## src/rtl/raster_pkg.sv

```systemverilog
package raster_pkg;
  parameter int CNT_W = 12;
  parameter int REP_W = 3;
  parameter int FMT_W = 2;
  localparam int DIV_W = REP_W + 2;

  typedef struct packed {
    logic [CNT_W-1:0] hTotal;
    logic [CNT_W-1:0] vTotal;
    logic [CNT_W-1:0] hSyncBeg;
    logic [CNT_W-1:0] hSyncEnd;
    logic [CNT_W-1:0] vSyncBeg;
    logic [CNT_W-1:0] vSyncEnd;
    logic [CNT_W-1:0] actWidth;
    logic [CNT_W-1:0] actHeight;
    logic [REP_W-1:0] hRepeat;
    logic [REP_W-1:0] vRepeat;
    logic [FMT_W-1:0] pixFormat;
    logic             syncInvert;
  } timingCfg_t;

  // strobes from sequencing control to the counter datapath
  typedef struct packed {
    logic lineEnd;
    logic frameEnd;
    logic restart;
  } seqStrobe_t;

  localparam timingCfg_t DEFAULT_CFG = '{
    hTotal:     CNT_W'(800),
    vTotal:     CNT_W'(525),
    hSyncBeg:   CNT_W'(656),
    hSyncEnd:   CNT_W'(752),
    vSyncBeg:   CNT_W'(490),
    vSyncEnd:   CNT_W'(492),
    actWidth:   CNT_W'(640),
    actHeight:  CNT_W'(480),
    hRepeat:    REP_W'(1),
    vRepeat:    REP_W'(1),
    pixFormat:  FMT_W'(0),
    syncInvert: 1'b0
  };
endpackage

```

## src/rtl/raster_ctrl.sv

```systemverilog
module raster_ctrl
  import raster_pkg::*;
(
  input  logic             clk,
  input  logic             rst_n,
  input  logic             cfgWrite,
  input  timingCfg_t       cfgIn,
  input  logic             resyncReq,
  input  logic [CNT_W-1:0] hCount,
  input  logic [CNT_W-1:0] vCount,
  output timingCfg_t       actCfg,
  output seqStrobe_t       strb
);
  timingCfg_t pendCfg;
  logic       applyCfg;

  always_comb begin
    strb.lineEnd  = (hCount >= (actCfg.hTotal - CNT_W'(1)));
    strb.frameEnd = strb.lineEnd && (vCount >= (actCfg.vTotal - CNT_W'(1)));
    strb.restart  = resyncReq;
    applyCfg      = strb.frameEnd || resyncReq;
  end

  always_ff @(posedge clk) begin
    if (!rst_n) begin
      pendCfg <= DEFAULT_CFG;
      actCfg  <= DEFAULT_CFG;
    end else begin
      if (applyCfg) actCfg  <= pendCfg;
      if (cfgWrite) pendCfg <= cfgIn;
    end
  end

  // active set only moves at a frame boundary or resync
  assert_cfg_hold_R7: assert property (@(posedge clk) disable iff (!rst_n)
    !(strb.frameEnd || strb.restart) |=> $stable(actCfg));
endmodule

```

## src/rtl/raster_datapath.sv

```systemverilog
module raster_datapath
  import raster_pkg::*;
(
  input  logic             clk,
  input  logic             rst_n,
  input  timingCfg_t       cfg,
  input  seqStrobe_t       strb,
  output logic [CNT_W-1:0] hCount,
  output logic [CNT_W-1:0] vCount,
  output logic             activeEn,
  output logic             hSync,
  output logic             vSync,
  output logic             frameStart,
  output logic             pixAdvance,
  output logic             lineAdvance
);
  logic [DIV_W-1:0] hPhase;
  logic [DIV_W-1:0] hDivLast;
  logic [REP_W-1:0] vPhase;
  logic [REP_W-1:0] vRepLast;
  logic [1:0]       fmtShift;

  always_comb begin
    case (cfg.pixFormat)
      FMT_W'(1): fmtShift = 2'd1;
      FMT_W'(2): fmtShift = 2'd2;
      default:   fmtShift = 2'd0;
    endcase
    hDivLast = (DIV_W'(cfg.hRepeat) << fmtShift) - DIV_W'(1);
    vRepLast = cfg.vRepeat - REP_W'(1);
  end

  always_ff @(posedge clk) begin
    if (!rst_n || strb.restart) begin
      hCount <= '0;
      vCount <= '0;
      hPhase <= '0;
      vPhase <= '0;
    end else if (strb.lineEnd) begin
      hCount <= '0;
      hPhase <= '0;
      if (strb.frameEnd) begin
        vCount <= '0;
        vPhase <= '0;
      end else begin
        vCount <= vCount + CNT_W'(1);
        vPhase <= (vPhase == vRepLast) ? '0 : vPhase + REP_W'(1);
      end
    end else begin
      hCount <= hCount + CNT_W'(1);
      hPhase <= (hPhase == hDivLast) ? '0 : hPhase + DIV_W'(1);
    end
  end

  always_comb begin
    hSync       = ((hCount >= cfg.hSyncBeg) && (hCount < cfg.hSyncEnd)) ^ cfg.syncInvert;
    vSync       = ((vCount >= cfg.vSyncBeg) && (vCount < cfg.vSyncEnd)) ^ cfg.syncInvert;
    activeEn    = (hCount < cfg.actWidth) && (vCount < cfg.actHeight);
    frameStart  = (hCount == '0) && (vCount == '0);
    pixAdvance  = activeEn && (hPhase == hDivLast);
    lineAdvance = strb.lineEnd && (vCount < cfg.actHeight) && (vPhase == vRepLast);
  end

  assert_h_range_R1: assert property (@(posedge clk) disable iff (!rst_n)
    hCount < cfg.hTotal);
  assert_v_range_R2: assert property (@(posedge clk) disable iff (!rst_n)
    vCount < cfg.vTotal);
  assert_v_step_R2: assert property (@(posedge clk) disable iff (!rst_n)
    (strb.lineEnd && !strb.frameEnd && !strb.restart) |=> (vCount == $past(vCount) + CNT_W'(1)));
  assert_restart_origin_R8: assert property (@(posedge clk) disable iff (!rst_n)
    strb.restart |=> (hCount == '0 && vCount == '0));
  assert_frame_mark_R6: assert property (@(posedge clk) disable iff (!rst_n)
    (strb.frameEnd && !strb.restart) |=> frameStart);
endmodule

```

## src/rtl/raster_timer.sv

```systemverilog
module raster_timer
  import raster_pkg::*;
(
  input  logic             clk,
  input  logic             rst_n,
  input  logic             cfgWrite,
  input  logic [CNT_W-1:0] cfgHTotal,
  input  logic [CNT_W-1:0] cfgVTotal,
  input  logic [CNT_W-1:0] cfgHSyncBeg,
  input  logic [CNT_W-1:0] cfgHSyncEnd,
  input  logic [CNT_W-1:0] cfgVSyncBeg,
  input  logic [CNT_W-1:0] cfgVSyncEnd,
  input  logic [CNT_W-1:0] cfgWidth,
  input  logic [CNT_W-1:0] cfgHeight,
  input  logic [REP_W-1:0] cfgHRepeat,
  input  logic [REP_W-1:0] cfgVRepeat,
  input  logic [FMT_W-1:0] cfgFormat,
  input  logic             cfgSyncInvert,
  input  logic             resyncReq,
  output logic [CNT_W-1:0] hCount,
  output logic [CNT_W-1:0] vCount,
  output logic             activeEn,
  output logic             hSync,
  output logic             vSync,
  output logic             frameStart,
  output logic             pixAdvance,
  output logic             lineAdvance
);
  timingCfg_t cfgIn;
  timingCfg_t actCfg;
  seqStrobe_t strb;

  always_comb begin
    cfgIn.hTotal     = cfgHTotal;
    cfgIn.vTotal     = cfgVTotal;
    cfgIn.hSyncBeg   = cfgHSyncBeg;
    cfgIn.hSyncEnd   = cfgHSyncEnd;
    cfgIn.vSyncBeg   = cfgVSyncBeg;
    cfgIn.vSyncEnd   = cfgVSyncEnd;
    cfgIn.actWidth   = cfgWidth;
    cfgIn.actHeight  = cfgHeight;
    cfgIn.hRepeat    = cfgHRepeat;
    cfgIn.vRepeat    = cfgVRepeat;
    cfgIn.pixFormat  = cfgFormat;
    cfgIn.syncInvert = cfgSyncInvert;
  end

  raster_ctrl uCtrl (
    .clk(clk), .rst_n(rst_n), .cfgWrite(cfgWrite), .cfgIn(cfgIn),
    .resyncReq(resyncReq), .hCount(hCount), .vCount(vCount),
    .actCfg(actCfg), .strb(strb)
  );

  raster_datapath uPath (
    .clk(clk), .rst_n(rst_n), .cfg(actCfg), .strb(strb),
    .hCount(hCount), .vCount(vCount), .activeEn(activeEn),
    .hSync(hSync), .vSync(vSync), .frameStart(frameStart),
    .pixAdvance(pixAdvance), .lineAdvance(lineAdvance)
  );
endmodule

```

## config.mk

```make
export PLATFORM = sky130hd
export DESIGN_NAME = raster_timer
export DESIGN_NICKNAME = d
export VERILOG_FILES = /design/src/rtl/raster_pkg.sv /design/src/rtl/raster_ctrl.sv /design/src/rtl/raster_datapath.sv /design/src/rtl/raster_timer.sv
export SDC_FILE = /design/constraint.sdc
export NUM_CORES = 1
export LEC_CHECK = 0
export ABC_AREA = 1
export BUFFER_PORTS_ARGS = -buffer_cell sky130_fd_sc_hd__buf_2
export CAP_MARGIN = 30
export CELL_PAD_IN_SITES_DETAIL_PLACEMENT = 0
export CELL_PAD_IN_SITES_GLOBAL_PLACEMENT = 1
export CORE_MARGIN = 4
export CORE_UTILIZATION = 43
export CTS_CLUSTER_DIAMETER = 60
export CTS_CLUSTER_SIZE = 10
export DETAILED_ROUTE_END_ITERATION = 16
export GPL_TIMING_DRIVEN = 0
export PLACE_DENSITY_LB_ADDON = 0.15
export SYNTH_ARGS = -nofsm -noshare
export SYNTH_HDL_FRONTEND = slang
export SYNTH_SLANG_ARGS = --single-unit
```

## constraint.sdc

```tcl
create_clock -name clk -period 3.1 [get_ports clk]
set_clock_uncertainty 0.05 [all_clocks]
set_input_delay 0.155 -clock clk [delete_from_list [all_inputs] [get_ports clk]]
set_output_delay 0.155 -clock clk [all_outputs]
set_load 0.02 [all_outputs]
```

# --- Yosys cells after proc, flatten, opt, wreduce, memory -nomap -nowiden ---
# Index checks and enable logic that the tools add are counted.
totals:
  regBits: 242
  latch_bits: 0
  mem_bits_rw: 0
  romBits: 0
  input_bits: 109
  mem_count: 0
classes:
  n_addsub: 8
  mul: 0
  div: 0
  magnitude_cmp: 8
  eq_ne: 4
  shift: 1
  mux: 4
  bitwise: 2
  n_reduce_logical: 15
ops:
  columns: ["op", "n"]
  rows:
  - ["12-bit greater-or-equal comparator", 4]
  - ["12-bit less-than comparator", 4]
  - ["12-bit by 1-bit adder with 12-bit output, second input constant", 2]
  - ["12-bit logical NOT", 2]
  - ["12-bit by 1-bit subtractor with 12-bit output, second input constant", 2]
  - ["12-bit 2-to-1 mux", 1]
  - ["1-bit logical AND", 8]
  - ["3-bit 2-to-1 mux", 2]
  - ["5-bit by 1-bit adder with 5-bit output, second input constant", 1]
  - ["5-bit == test", 1]
  - ["3-bit by 2-bit left shift with 5-bit output", 1]
  - ["5-bit by 1-bit subtractor with 5-bit output, second input constant", 1]
  - ["2-bit one-hot mux with 2 select lines", 1]
  - ["3-bit by 1-bit adder with 3-bit output, second input constant", 1]
  - ["3-bit == test", 1]
  - ["3-bit OR reduction", 1]
  - ["3-bit by 1-bit subtractor with 3-bit output, second input constant", 1]
  - ["2-bit by 1-bit == test with 1-bit output, second input constant", 1]
  - ["2-bit == test, second input constant", 1]
  - ["1-bit logical OR", 2]
  - ["2-bit OR reduction", 1]
  - ["1-bit XOR", 2]
  - ["1-bit logical NOT", 1]

# --- Longest topological paths before layout ---
depth:
  depth_word: 6
  ltp_mapped: 19
  mapped_depth_nobuf: 17

# --- Hierarchy ---
# From an unflattened synthesis, not the netlist that was laid out.
unflattened:
  hier_cells: 1768
  area_unflattened_um2: 12703.4
modules_own_cells:
  columns: ["module", "n_inst", "cells_each", "area_each_um2", "seq_area_each_um2"]
  rows:
  - ["raster_ctrl", 1, 1229, 9113.7, 4204.0]
  - ["raster_datapath", 1, 539, 3589.7, 640.6]

# --- Worst setup path before layout ---
# OpenSTA, ideal clock, no wires.
synth_timing:
  kind: "reg-to-output"
  startpoint: "register uCtrl.actCfg[95] (netlist name)"
  endpoint: "output lineAdvance"
  arrival_time_ps: 2621
  setup_slack_ps: 274
  path_stages_with_launch: 17
  cell_sequence: "dfxtp_1 -> nor2_1 -> nand4_1 -> nor3_1 -> nand2_1 -> nor3_1 -> xor2_1 -> inv_1 -> ha_1 -> nand2_1 -> nor2_2 -> and2_1 -> nand2_1 -> nand4_4 -> buf_2 -> nand2_1 -> nor2_1"
synth_via:
  elab_chain_cells: 4
synth_lines:
  columns: ["element", "line", "text"]
  rows:
  - ["12-bit by 1-bit subtractor with 12-bit output", "raster_ctrl.sv:18", "strb.lineEnd = (hCount >= (actCfg.hTotal - CNT_W'(1)));"]
  - ["12-bit greater-or-equal comparator", "raster_ctrl.sv:18", null]
  - ["1-bit logical AND (2 in a row)", "raster_datapath.sv:61", "lineAdvance = strb.lineEnd && (vCount < cfg.actHeight) && (vPhase == vRepLast);"]
  - ["end: declaration", "raster_timer.sv:27", "output logic lineAdvance"]
# Every way passes these cells.

# --- Final worst setup path ---
layout_timing:
  startpoint: "register uCtrl.actCfg[94] (netlist name)"
  endpoint: "output lineAdvance"
layout_via:
  elab_chain_cells: 4
layout_lines:
  columns: ["element", "line"]
  rows:
  - ["12-bit by 1-bit subtractor with 12-bit output", "raster_ctrl.sv:18"]
  - ["12-bit greater-or-equal comparator", "raster_ctrl.sv:18"]
  - ["1-bit logical AND (2 in a row)", "raster_datapath.sv:61"]
# Every way passes these cells.

==> flow_summary.toml <==
[outcome]
status = "complete, but fails checks"
violations = "negative setup slack"

[logic_synthesis]
yosysTopAreaCell = "dfxtp_1"
async_flop_share_pct = 0
netlist_area_mm2 = 0.0123
syn_area_per_cell_um2 = 7.18
synth_xor_area_share_pct = 2.71
muxShareOfSynthArea_pct = 0
ys_types = 35
synth.area.top_cells = "dfxtp_1 (39%), ha_1 (10%), nand2_1 (9.4%)"
synth-seq-cells = 242
synth-simple-area-share_pct = 29.6
synth_warnings = 0
postSynthNetCount = 1921
synth_top_family_by_area = "simple AND/OR/NAND/NOR gates"
synth_top_area_share_pct = 39.5
synth-adder-area-share_pct = 10.4
synth_ff_type = "dfxtp_1"
synth_compound_area_share_pct = 9.56
yosysSeqAreaShare_pct = 39.5
synth_edf_count = 0
syn_inst = 1710

[pwr]
powerDensity_mw_per_mm2 = 475
max-vdd-ir-drop_uv = 352
p_total_mw = 7.64
leakagePower_nw = 7.65

[clock_network]
htreeDepth = 1
cts.sinks = 242
cts-root-buf = "clkbuf_16"
cts_tree = "done"
path_clk_slew_ns = 0.05
cts_buffers = 31
cts_buffer_depth = 3
clock_latency_ns = 0.55

[die]
start_util_pct = 43.9
die_area_mm2 = 0.0313
die_w_um = 177
rows = 61
coreArea_mm2 = 0.0279
die_h_um = 177
design.portCount = 139

[sta]
drv_slew = 0
max_freq_mhz = 311
relSlewSlack_pct = 39.2
min_period_over_period_pct = 104
worst_pin_slew_ns = 0.913
hold_viol_final = 0
fin_ws_ns = -0.111
period_needed_ns = 3.21
rsz0062_at_grt = "true"
setup_viol = 90
setup_tns_ns = -3.06

[cells_and_area]
post_route_cells_drive_above_1_share_pct = 14.4
layout_common_cells = "nand2_1 (301), nor2_1 (262), dfxtp_1 (238), nand3_1 (216), inv_1 (155)"
instances_no_fill = 2396
area_growth_syn_to_layout_pct = 31.0
nets = 2217
final_common_cell = "nand2_1"
fill_cells = 2743

[worst_setup_path]
start_kind = "register"
path_class = "register to primary output"
cp_data_required_time_ns = 2.89
crit_arrival_ns = 3.01
endpoint_kind = "primary output"
cp_max_fo = 4

[place]
hpwl_mm = 26.5
portBuffers = 137
gp_congestion = 0.865
dp_cells = 2225

[detailed_routing]
vias = 11900
wl_per_cell_um = 15.5
antenna_left = 0
totalWireLength_mm = 37.1
drc = 0
first_pass_iters = 5
via_per_inst = 4.96
drt-initial-drc-count = 727

[global_routing]
track_usage_pct = 23.1
overflow = 0
grt_max_degree = 15
grt_pass1_vias = 11200
antenna_found_initial = 0
grt_pass1_wl_mm = 58.3

[run]
drv_cap = 0

[worst_hold_path]
min_path_type = "input pin to register"
cell usage after synthesis, types with 3 or more instances:
| cell type | number |
|---|---|
| o211ai_1 | 7 |
| nand3b_1 | 8 |
| o21a_1 | 3 |
| clkbuf_1 | 55 |
| dfxtp_1 | 242 |
| a21boi_0 | 4 |
| nand2_1 | 307 |
| a21oi_1 | 125 |
| xor2_1 | 29 |
| inv_1 | 157 |
| o21ai_0 | 83 |
| nor3_1 | 17 |
| nand3_1 | 219 |
| buf_2 | 17 |
| clkinv_1 | 3 |
| buf_1 | 7 |
| buf_6 | 5 |
| nor4_1 | 8 |
| buf_4 | 5 |
| ha_1 | 102 |
| nor2_1 | 271 |
| xnor2_1 | 9 |
| nand4_1 | 12 |
power by group:
part / switching [mW] / total [mW] / internal (mW) / leakage, nW
combinational: 0.574 / 1.02 / 0.447 / 5.22
clock: 1.30 / 3.19 / 1.89 / 0.426
sequential: 0.125 / 3.43 / 3.30 / 2.00
total: 2.00 / 7.64 / 5.64 / 7.65
worst paths after layout:
path | startpoint | end | slack (ns) | depth (start not counted)
setup / recovery | uCtrl.actCfg[94] | lineAdvance | -0.11 | 16
hold / removal | cfgWrite | uCtrl.pendCfg[42] | 0.02 | 3
setup reg to reg | uCtrl.actCfg[95] | uPath.vCount[6] | -0.09 | 18
hold reg to reg | uCtrl.pendCfg[50] | uCtrl.pendCfg[50] | 0.41 | 2
logic make-up (layout without fill, tap and decap cells):
logic type / Yosys count / count (layout)
other cells: 0 / 1
flops: 242 / 242
compound gates: 226 / 226
simple gates: 853 / 854
fa+ha+maj: 102 / 102
xor+xnor: 38 / 38
buf+inv: 249 / 555
final cells by class:
| class | instances | area [µm²] | share of cell area, % |
|---|---|---|---|
| well taps | 378 | 473 | 2.94 |
| plain buffers | 89 | 519 | 3.23 |
| flip-flops and latches | 242 | 4850 | 30.2 |
| inverters | 160 | 604 | 3.76 |
| multi-input cells | 1220 | 6790 | 42.2 |
| diodes | 1 | 2.50 | 0.0156 |
| repair buffers | 262 | 1960 | 12.2 |
| clock inverters | 7 | 68.8 | 0.428 |
| clock buffers | 37 | 808 | 5.03 |
critical path, stage by stage (launching register included):
cell     delay (ns)
dfxtp_1        0.34
inv_1          0.12
ha_4           0.17
nand3_2        0.13
nor4_4         0.32
xor2_1         0.18
inv_1          0.09
ha_4           0.28
nand2_4        0.05
nor2_4         0.09
and2_4         0.14
nand2_2        0.06
nand4_4        0.09
buf_6          0.12
nand2_4        0.05
nor2_4         0.09
buf_6          0.12
flip-flops by register name (all words and copies together), names as in the netlist:
register	cells
uCtrl.actCfg	105
uCtrl.pendCfg	105
uPath.hCount	12
uPath.vCount	12
uPath.hPhase	5
uPath.vPhase	3
layer usage:
metal | GRT usage [%] | wire, µm | vias up
met1 | 31.4 | 17300 | 5375
li1 | - | - | 6179
met4 | 5.13 | 995 | 0
met3 | 2.78 | 1590 | 65
met5 | 0 | 0 | -
met2 | 39.5 | 17300 | 263
repair_timing:
| action | CTS | global route |
|---|---|---|
| buffers inserted | 6 | 9 |
| hold buffers | 108 | 0 |
| endpoints found under the hold margin | 106 | 0 |
| pin swaps | 10 | 23 |
| setup endpoints to repair | 133 | 131 |
| gates resized for setup | 43 | 86 |
| cloned | 0 | 3 |
stage by stage:
stage	worst slack, ns	cell area, µm²	hold WS, ns	utilization, %
after floorplan	0.274	12300	0.231	-
after global placement	-0.216	13400	0.317	48.1
after detailed placement	-0.274	13400	0.320	48.1
after CTS	-0.181	15600	0.00170	55.8
after global routing	-0.262	16100	0.0495	57.5
final	-0.111	16100	0.0163	57.5
(Power assumes the default switching activity.)
